===== src/rtl/hbleg_pkg.sv =====
package hbleg_pkg;

    typedef enum logic [1:0] {
        LEG_OFF  = 2'd0,
        LEG_HIGH = 2'd1,
        LEG_LOW  = 2'd2
    } leg_mode_e;

    localparam int unsigned LEG_SUPPLIES = 2;
    localparam int unsigned SUP_LOW      = 0;
    localparam int unsigned SUP_HIGH     = 1;

endpackage


===== src/rtl/hbleg_uvlo.sv =====
module hbleg_uvlo #(
    parameter logic LOCK_AT_RESET = 1'b1
) (
    input  logic clk,
    input  logic rst_n,
    input  logic above_on_i,
    input  logic above_off_i,
    output logic lock_next_o
);

    typedef struct packed {
        logic lock;
    } uv_state_t;

    uv_state_t uv_d, uv_q;

    always_comb begin
        uv_d = uv_q;
        if (uv_q.lock) begin
            if (above_on_i) begin
                uv_d.lock = 1'b0;
            end
        end else if (!above_off_i) begin
            uv_d.lock = 1'b1;
        end
    end

    always_ff @(posedge clk or negedge rst_n) begin
        if (!rst_n) begin
            uv_q.lock <= LOCK_AT_RESET;
        end else begin
            uv_q <= uv_d;
        end
    end

    assign lock_next_o = uv_d.lock;

    AST_UV_STAYS_LOCKED: assert property (@(posedge clk) disable iff (!rst_n)
        (uv_q.lock && !above_on_i) |=> uv_q.lock);

    AST_UV_STAYS_CLEAR: assert property (@(posedge clk) disable iff (!rst_n)
        (!uv_q.lock && above_off_i) |=> !uv_q.lock);

endmodule


===== src/rtl/hbleg_decode.sv =====
module hbleg_decode
    import hbleg_pkg::*;
(
    input  logic      cmd_x_i,
    input  logic      cmd_y_i,
    input  logic      hv_lock_i,
    output leg_mode_e target_o
);

    logic drive_high;

    always_comb begin
        drive_high = cmd_x_i & cmd_y_i;
        if (!drive_high) begin
            target_o = LEG_LOW;
        end else if (hv_lock_i) begin
            target_o = LEG_OFF;
        end else begin
            target_o = LEG_HIGH;
        end
    end

endmodule


===== src/rtl/hbleg_deadtime.sv =====
module hbleg_deadtime
    import hbleg_pkg::*;
#(
    parameter int unsigned DT_W = 10
) (
    input  logic            clk,
    input  logic            rst_n,
    input  logic            kill_i,
    input  leg_mode_e       target_i,
    input  logic [DT_W-1:0] dead_i,
    output logic            hs_o,
    output logic            ls_o,
    output logic            boot_o
);

    typedef struct packed {
        leg_mode_e       mode;
        logic [DT_W-1:0] cnt;
        logic            hs;
        logic            ls;
        logic            boot;
    } leg_state_t;

    leg_state_t st_d, st_q;

    always_comb begin
        st_d = st_q;
        if (kill_i) begin
            st_d.mode = LEG_OFF;
            st_d.cnt  = '0;
        end else begin
            case (st_q.mode)
                LEG_HIGH, LEG_LOW: begin
                    if (target_i != st_q.mode) begin
                        st_d.mode = LEG_OFF;
                        st_d.cnt  = '0;
                    end
                end
                default: begin
                    if (target_i == LEG_OFF) begin
                        st_d.cnt = '0;
                    end else if (st_q.cnt >= dead_i) begin
                        st_d.mode = target_i;
                        st_d.cnt  = '0;
                    end else begin
                        st_d.cnt = st_q.cnt + 1'b1;
                    end
                end
            endcase
        end
        st_d.hs   = (st_d.mode == LEG_HIGH);
        st_d.ls   = (st_d.mode == LEG_LOW);
        st_d.boot = (st_d.mode == LEG_LOW);
    end

    always_ff @(posedge clk or negedge rst_n) begin
        if (!rst_n) begin
            st_q.mode <= LEG_OFF;
            st_q.cnt  <= '0;
            st_q.hs   <= 1'b0;
            st_q.ls   <= 1'b0;
            st_q.boot <= 1'b0;
        end else begin
            st_q <= st_d;
        end
    end

    assign hs_o   = st_q.hs;
    assign ls_o   = st_q.ls;
    assign boot_o = st_q.boot;

    AST_NO_OVERLAP: assert property (@(posedge clk) disable iff (!rst_n)
        !(st_q.hs && st_q.ls));

    AST_KILL_BLANKS: assert property (@(posedge clk) disable iff (!rst_n)
        kill_i |=> (!st_q.hs && !st_q.ls));

    AST_BOOT_FOLLOWS: assert property (@(posedge clk) disable iff (!rst_n)
        st_q.boot == st_q.ls);

    AST_GAP_TO_LOW: assert property (@(posedge clk) disable iff (!rst_n)
        $rose(st_q.ls) |-> !$past(st_q.hs));

    AST_GAP_TO_HIGH: assert property (@(posedge clk) disable iff (!rst_n)
        $rose(st_q.hs) |-> !$past(st_q.ls));

endmodule


===== src/rtl/hbleg_ctrl.sv =====
module hbleg_ctrl
    import hbleg_pkg::*;
#(
    parameter int unsigned DT_W = 10
) (
    input  logic            clk,
    input  logic            rst_n,
    input  logic            cmd_x_i,
    input  logic            cmd_y_i,
    input  logic            stop_n_i,
    input  logic [DT_W-1:0] dead_cycles_i,
    input  logic            vlo_above_on_i,
    input  logic            vlo_above_off_i,
    input  logic            vhi_above_on_i,
    input  logic            vhi_above_off_i,
    output logic            hs_gate_o,
    output logic            ls_gate_o,
    output logic            boot_chg_o
);

    logic [LEG_SUPPLIES-1:0] above_on;
    logic [LEG_SUPPLIES-1:0] above_off;
    logic [LEG_SUPPLIES-1:0] lock_next;
    logic                    kill;
    leg_mode_e               target;

    assign above_on[SUP_LOW]   = vlo_above_on_i;
    assign above_off[SUP_LOW]  = vlo_above_off_i;
    assign above_on[SUP_HIGH]  = vhi_above_on_i;
    assign above_off[SUP_HIGH] = vhi_above_off_i;

    for (genvar g = 0; g < LEG_SUPPLIES; g++) begin : g_uvlo
        hbleg_uvlo #(
            .LOCK_AT_RESET(1'b1)
        ) u_uvlo (
            .clk         (clk),
            .rst_n       (rst_n),
            .above_on_i  (above_on[g]),
            .above_off_i (above_off[g]),
            .lock_next_o (lock_next[g])
        );
    end

    assign kill = !stop_n_i || lock_next[SUP_LOW];

    hbleg_decode u_decode (
        .cmd_x_i   (cmd_x_i),
        .cmd_y_i   (cmd_y_i),
        .hv_lock_i (lock_next[SUP_HIGH]),
        .target_o  (target)
    );

    hbleg_deadtime #(
        .DT_W(DT_W)
    ) u_deadtime (
        .clk      (clk),
        .rst_n    (rst_n),
        .kill_i   (kill),
        .target_i (target),
        .dead_i   (dead_cycles_i),
        .hs_o     (hs_gate_o),
        .ls_o     (ls_gate_o),
        .boot_o   (boot_chg_o)
    );

    AST_HV_LOCK_BLOCKS_HIGH: assert property (@(posedge clk) disable iff (!rst_n)
        lock_next[SUP_HIGH] |=> !hs_gate_o);

    AST_CMD_LOW_NO_HIGH: assert property (@(posedge clk) disable iff (!rst_n)
        (!cmd_x_i || !cmd_y_i) |=> !hs_gate_o);

endmodule


===== config.mk =====
export PLATFORM = sky130hd
export DESIGN_NAME = hbleg_ctrl
export DESIGN_NICKNAME = d
export VERILOG_FILES = /design/src/rtl/hbleg_pkg.sv /design/src/rtl/hbleg_uvlo.sv /design/src/rtl/hbleg_decode.sv /design/src/rtl/hbleg_deadtime.sv /design/src/rtl/hbleg_ctrl.sv
export SDC_FILE = /design/constraint.sdc
export NUM_CORES = 1
export LEC_CHECK = 0
export ABC_AREA = 1
export CAP_MARGIN = 20
export CORE_AREA = 4 4 54 56
export DETAILED_ROUTE_END_ITERATION = 10
export DIE_AREA = 0 0 58 60
export PLACE_DENSITY = 0.85
export SYNTH_ARGS = -nofsm -noshare
export SYNTH_HDL_FRONTEND = slang
export SYNTH_HIERARCHICAL = 1
export SYNTH_SLANG_ARGS = --single-unit

===== constraint.sdc =====
create_clock -name clk -period 2 [get_ports clk]
set_input_delay 0.3 -clock clk [delete_from_list [all_inputs] [get_ports clk]]
set_output_delay 0.3 -clock clk [all_outputs]
set_load 0.05 [all_outputs]

==> results of run 1 <==
cell usage in the layout (no fill, tap or decap), types with 4 or more instances in the layout:
cell type        instances
nand2_1                 38
ha_1                    11
buf_4                   14
clkdlybuf4s50_1         21
nand3_1                  4
o22ai_1                  5
nor2_1                  10
a21oi_1                  8
dfrtp_1                 14
o21ai_0                  4
inv_1                   34
path summary, 6_finish.rpt:
check	depth (start not counted)	slack, ns	to	startpoint
setup / recovery	10	0.09	u_deadtime/st_q[7]	g_uvlo[1].u_uvlo/uv_q
hold / removal	2	0.31	u_deadtime/st_q[11]	rst_n
setup reg to reg	10	0.09	u_deadtime/st_q[7]	g_uvlo[1].u_uvlo/uv_q
hold reg to reg	2	0.50	g_uvlo[0].u_uvlo/uv_q	g_uvlo[0].u_uvlo/uv_q
max in group asynchronous	2	1.44	g_uvlo[0].u_uvlo/uv_q	rst_n
min in group clk	2	0.50	g_uvlo[0].u_uvlo/uv_q	g_uvlo[0].u_uvlo/uv_q
per-layer routing:
metal,part of all wire,global-route usage,up-vias
li1,-,-,588
met3,0.054,0.0194,8
met1,0.38,0.217,561
met5,0,0,-
met2,0.54,0.358,52
met4,0.021,0.0993,0
cells by family after synthesis:
group	count (synthesis)	share of synthesized area
AOI/OAI and AO/OA	24	0.118
DFF	16	0.331
xor gates and xnor gates	6	0.0494
adders and majority gates	11	0.113
buffers and inverters	37	0.123
and+or+nand+nor	68	0.264
layout make-up:
type / count / area [um2] / area share
tap: 30 / 37.5 / 0.0236
sequential: 16 / 403 / 0.253
timing repair buffer: 35 / 315 / 0.198
clock buffer: 4 / 26.3 / 0.0165
multi-input combinational: 109 / 679 / 0.427
inverter: 35 / 131 / 0.0825
power groups by stage:
stage	Sequential, mW	Clock, mW	Combinational (mW)
floorplan	0.351	0	0.0689
global placement	0.349	0	0.143
detailed placement	0.350	0	0.151
CTS	0.344	0.197	0.152
global route	0.346	0.207	0.177
finish	0.344	0.193	0.159
critical path, stage by stage (launching register included):
cell     delay [ns]
dfstp_2        0.55
inv_1          0.05
nand2_1        0.05
nand2_1        0.07
nor2_2         0.18
nand2_1        0.14
a21oi_4        0.19
buf_4          0.14
nand2_2        0.10
buf_4          0.17
o22ai_1        0.18
timing repair:
item                                    in CTS  in global routing
hold endpoints to repair                     0                  0
buffers inserted                             0                  1
resized for setup                            0                  3
endpoints found under the setup margin       0                  3
metrics by stage:
step                total power, mW  hold slack (ns)   util  worst slack [ns]  cells
detailed placement            0.502            0.481  0.634            -0.197    224
finish                        0.696            0.307  0.655            0.0902    229
global placement              0.492            0.472  0.634           -0.0816    224
floorplan                     0.420          0.00441      -             0.277    162
CTS                           0.694            0.300  0.645            0.0917    228
global route                  0.730            0.316  0.655           -0.0314    229
sequential cells by signal, indices dropped and copies added (netlist names):
register / count
g_uvlo.u_uvlo/uv_q: 2
u_deadtime/boot_o: 1
u_deadtime/hs_o: 1
u_deadtime/st_q: 12
==> results.cfg, run 1 <==
[sta]
finalClockSkew_ns = 0.00356
fmax_mhz = 524
finalHoldViolCount = 0
finalCriticalPeriod_ns = 1.91
worst_slew_pin_slew_ns = 0.500
slew-limit-headroom = 0.666
setup_violations = 0
tns_ns = 0
period_share = 0.955
drv_slew = 0

[synthesis]
syn_nets = 192
synth_edf_count = 0
yosys_most_used_dff = dfrtp_1
ys_warn_count = 6
synthTopCellsByArea = dfrtp_1, nand2_1, ha_1
yosysTopAreaCell = dfrtp_1
synth_cells = 162
synth_common_cells = nand2_1, inv_1, dfrtp_1
yosys.cell_count.top_type = nand2_1
avgSynthCellArea_um2 = 7.51
yosys_register_bits = 16
synth-async-reset-ratio = 1.00
ys_seq_area_frac = 0.331
synth_cell_types = 29
synth_top_area_frac = 0.288
syn_area_mm2 = 0.00122

[setup_path]
cp.required_ns = 2.22
cp_max_fo = 6
critPathLaunchType = flop
crit_type = reg2reg
arrival_ns = 2.13
cp-end-kind = flop

[global_route]
gr-total-overflow = 0
grt_pass1_vias = 1233
antenna_found_initial = 0
grt_pass1_wl_mm = 5.18
grt_max_degree = 17
groute.usage.overall = 0.193

[placed_design]
dp_hpwl_mm = 2.41
gp_congestion = 0.867
place.port_buffers = 21
place_area_mm2 = 0.00154

[floorplanning]
die_h_um = 60
core-area_mm2 = 0.00243
num_rows = 18
dieArea_mm2 = 0.00348
die_x_um = 58
ios = 22
initial_core_util = 0.500

[drt]
via_per_inst = 5.28
drt-initial-drc-count = 49
wl_mm = 3.12
ant_nets = 0
wl_per_cell_um = 13.6
drt_first_pass_iters = 5
via_count = 1209
drcViolationCount = 0

[clock_network]
cts_buffer_depth = 2
cts_sinks = 16
clk_latency_ns = 0.30
path_clk_slew_ns = 0.10
htree_levels = 1
ctsHoldBuffers = 0
cts_buffers = 3
cts_tree = done
cts_root_buf = clkbuf_4

[finish]
syn_to_final_growth_pct = 31.0
fill_cells = 192
finalInstanceArea_mm2 = 0.00159
antennaDiodeCount = 0
final_net_count = 230
drive_gt1_frac = 0.176

[power]
pwr-share-comb = 0.228
peakVddDrop_mv = 0.341
switchingPower_mw = 0.201
power_frac_clock = 0.278
switching_share = 0.289
p_per_area_mw_per_mm2 = 437
cellLeakagePower_nw = 0.801
power.internal_mw = 0.495
pwr-share-seq = 0.495

[run_status]
outcome = complete, no violations

[run]
cap_viol_max_count = 0

[min_path]
hold_class = in2async
(Power assumes the default switching activity.)
==> run 2: changes to the inputs <==
Settings changed: CORE_AREA 4 4 54 56 to 4 4 75 77, DIE_AREA 0 0 58 60 to 0 0 79 81, PLACE_DENSITY 0.85 to 0.52, REMOVE_ABC_BUFFERS set to 1.
==> results.cfg, run 2 (same netlist as run 1, synthesis figures left out) <==
[finish]
reg.largest.list = u_deadtime/st_q x12, g_uvlo.u_uvlo/uv_q x2
drive_gt1_frac = 0.196
final_net_count = 230
instances_no_fill = 269
fill_cells = 541
largest-register = u_deadtime/st_q
final_common_cell = nand2_1
layout_common_cells = nand2_1, inv_1, clkdlybuf4s50_1
largest_reg_flops = 12
post-route-util = 0.339
syn_to_final_growth_pct = 39.8
antennaDiodeCount = 0

[setup_path]
cp.required_ns = 2.15
cp_max_fo = 5
arrival_ns = 2.04
startpoint = dead_cycles_i[9]
crit_path_top_delay_cell = clkdlybuf4s50_1
path_buf_inv = 3
crit_type = in2reg
crit_family = simple AND/OR/NAND/NOR gates
critPathMaxStageDelay_ns = 0.45
cp-end-kind = flop
critPathLaunchType = primary input
path_cells = clkdlybuf4s50_1 -> inv_1 -> ha_1 -> nand2_1 -> nor2_1 -> nand3_1 -> buf_4 -> nand4_4 -> nand2_2 -> and3b_1
r2r_start = g_uvlo[1].u_uvlo/uv_q

[clock_network]
cts_buffers = 3
path_clk_slew_ns = 0.07
ctsHoldBuffers = 0
clk_latency_ns = 0.25
cts_sinks = 16
cts_root_buf = clkbuf_8
cts_tree = done
htree_levels = 1
cts_buffer_depth = 2

[drt]
via_per_inst = 3.99
drt_first_pass_iters = 4
via_count = 1073
ant_nets = 0
wl_mm = 2.60
drcViolationCount = 0
wl_per_cell_um = 9.67
drt-initial-drc-count = 37

[floorplanning]
initial_core_util = 0.243
die_h_um = 81
dieArea_mm2 = 0.00640
num_rows = 26
die_x_um = 79
core-area_mm2 = 0.00501
ios = 22

[power]
peakVddDrop_mv = 0.177
p_per_area_mw_per_mm2 = 447
cellLeakagePower_nw = 0.821

[sta]
finalClockSkew_ns = 0.00369
finalHoldViolCount = 0
setup_slack_ns = 0.103
setup_violations = 0
finalCriticalPeriod_ns = 1.90
slew-limit-headroom = 0.659
fmax_mhz = 527
period_share = 0.948
drv_slew = 0
worst_slew_pin_slew_ns = 0.509

[placed_design]
dp.cells = 265
dp_slack_ns = -0.235
dp_hpwl_mm = 2.07
place.port_buffers = 21
gp_congestion = 0.821

[global_route]
grt_max_degree = 17
gr-total-overflow = 0
grt_pass1_wl_mm = 4.40
grt_pass1_vias = 1044
groute.usage.overall = 0.0892
antenna_found_initial = 0

[min_path]
hold_class = in2async

[run_status]
outcome = complete, no violations

[run]
cap_viol_max_count = 0
run 2: final timing paths:
kind / cells past startpoint / slack (ns) / endpoint
hold / removal: 2 / 0.36 / u_deadtime/st_q[3]
min in group clk: 2 / 0.49 / g_uvlo[0].u_uvlo/uv_q
hold reg to reg: 2 / 0.49 / g_uvlo[0].u_uvlo/uv_q
setup / recovery: 10 / 0.10 / u_deadtime/st_q[8]
setup reg to reg: 10 / 0.17 / u_deadtime/hs_o
max in group asynchronous: 2 / 1.38 / g_uvlo[0].u_uvlo/uv_q
run 2: power by group:
part	total, mW	switching [mW]	internal [mW]
Sequential	0.343	0.00552	0.338
Combinational	0.161	0.0761	0.0849
Clock	0.257	0.115	0.141
run 2: area by class of cell:
cell class	count	area (um2)	share of cell area
multi-input combinational	109	706	0.415
sequential	16	403	0.237
tap	70	87.6	0.0515
timing repair buffer	35	328	0.193
clock buffer	4	45.0	0.0265
inverter	35	131	0.0773
run 2: metal layers:
| layer | share of wire | vias up | wire length, um | track usage |
|---|---|---|---|---|
| met4 | 0.017 | 0 | 43 | 0.0412 |
| met1 | 0.50 | 471 | 1310 | 0.116 |
| li1 | - | 582 | - | - |
| met3 | 0.041 | 5 | 106 | 0.0222 |
| met2 | 0.44 | 15 | 1150 | 0.139 |
| met5 | 0 | - | 0 | 0 |
run 2: metrics by stage:
| step | hold WS [ns] | TNS, ns | power [mW] | cell area (um2) |
|---|---|---|---|---|
| 3_5_place_dp | 0.482 | -1.73 | 0.508 | 1610 |
| 6_report | 0.365 | 0 | 0.761 | 1700 |
| 3_3_place_gp | 0.478 | -1.58 | 0.506 | 1610 |
| 5_1_grt | 0.399 | -0.0164 | 0.815 | 1700 |
| 4_1_cts | 0.370 | 0 | 0.772 | 1660 |
| 2_1_floorplan | 0.00441 | 0 | 0.420 | 1200 |
run 2: timing repair:
item                       CTS  global route
setup endpoints to repair    0             7
buffers inserted             0             0
resized for setup            0             9
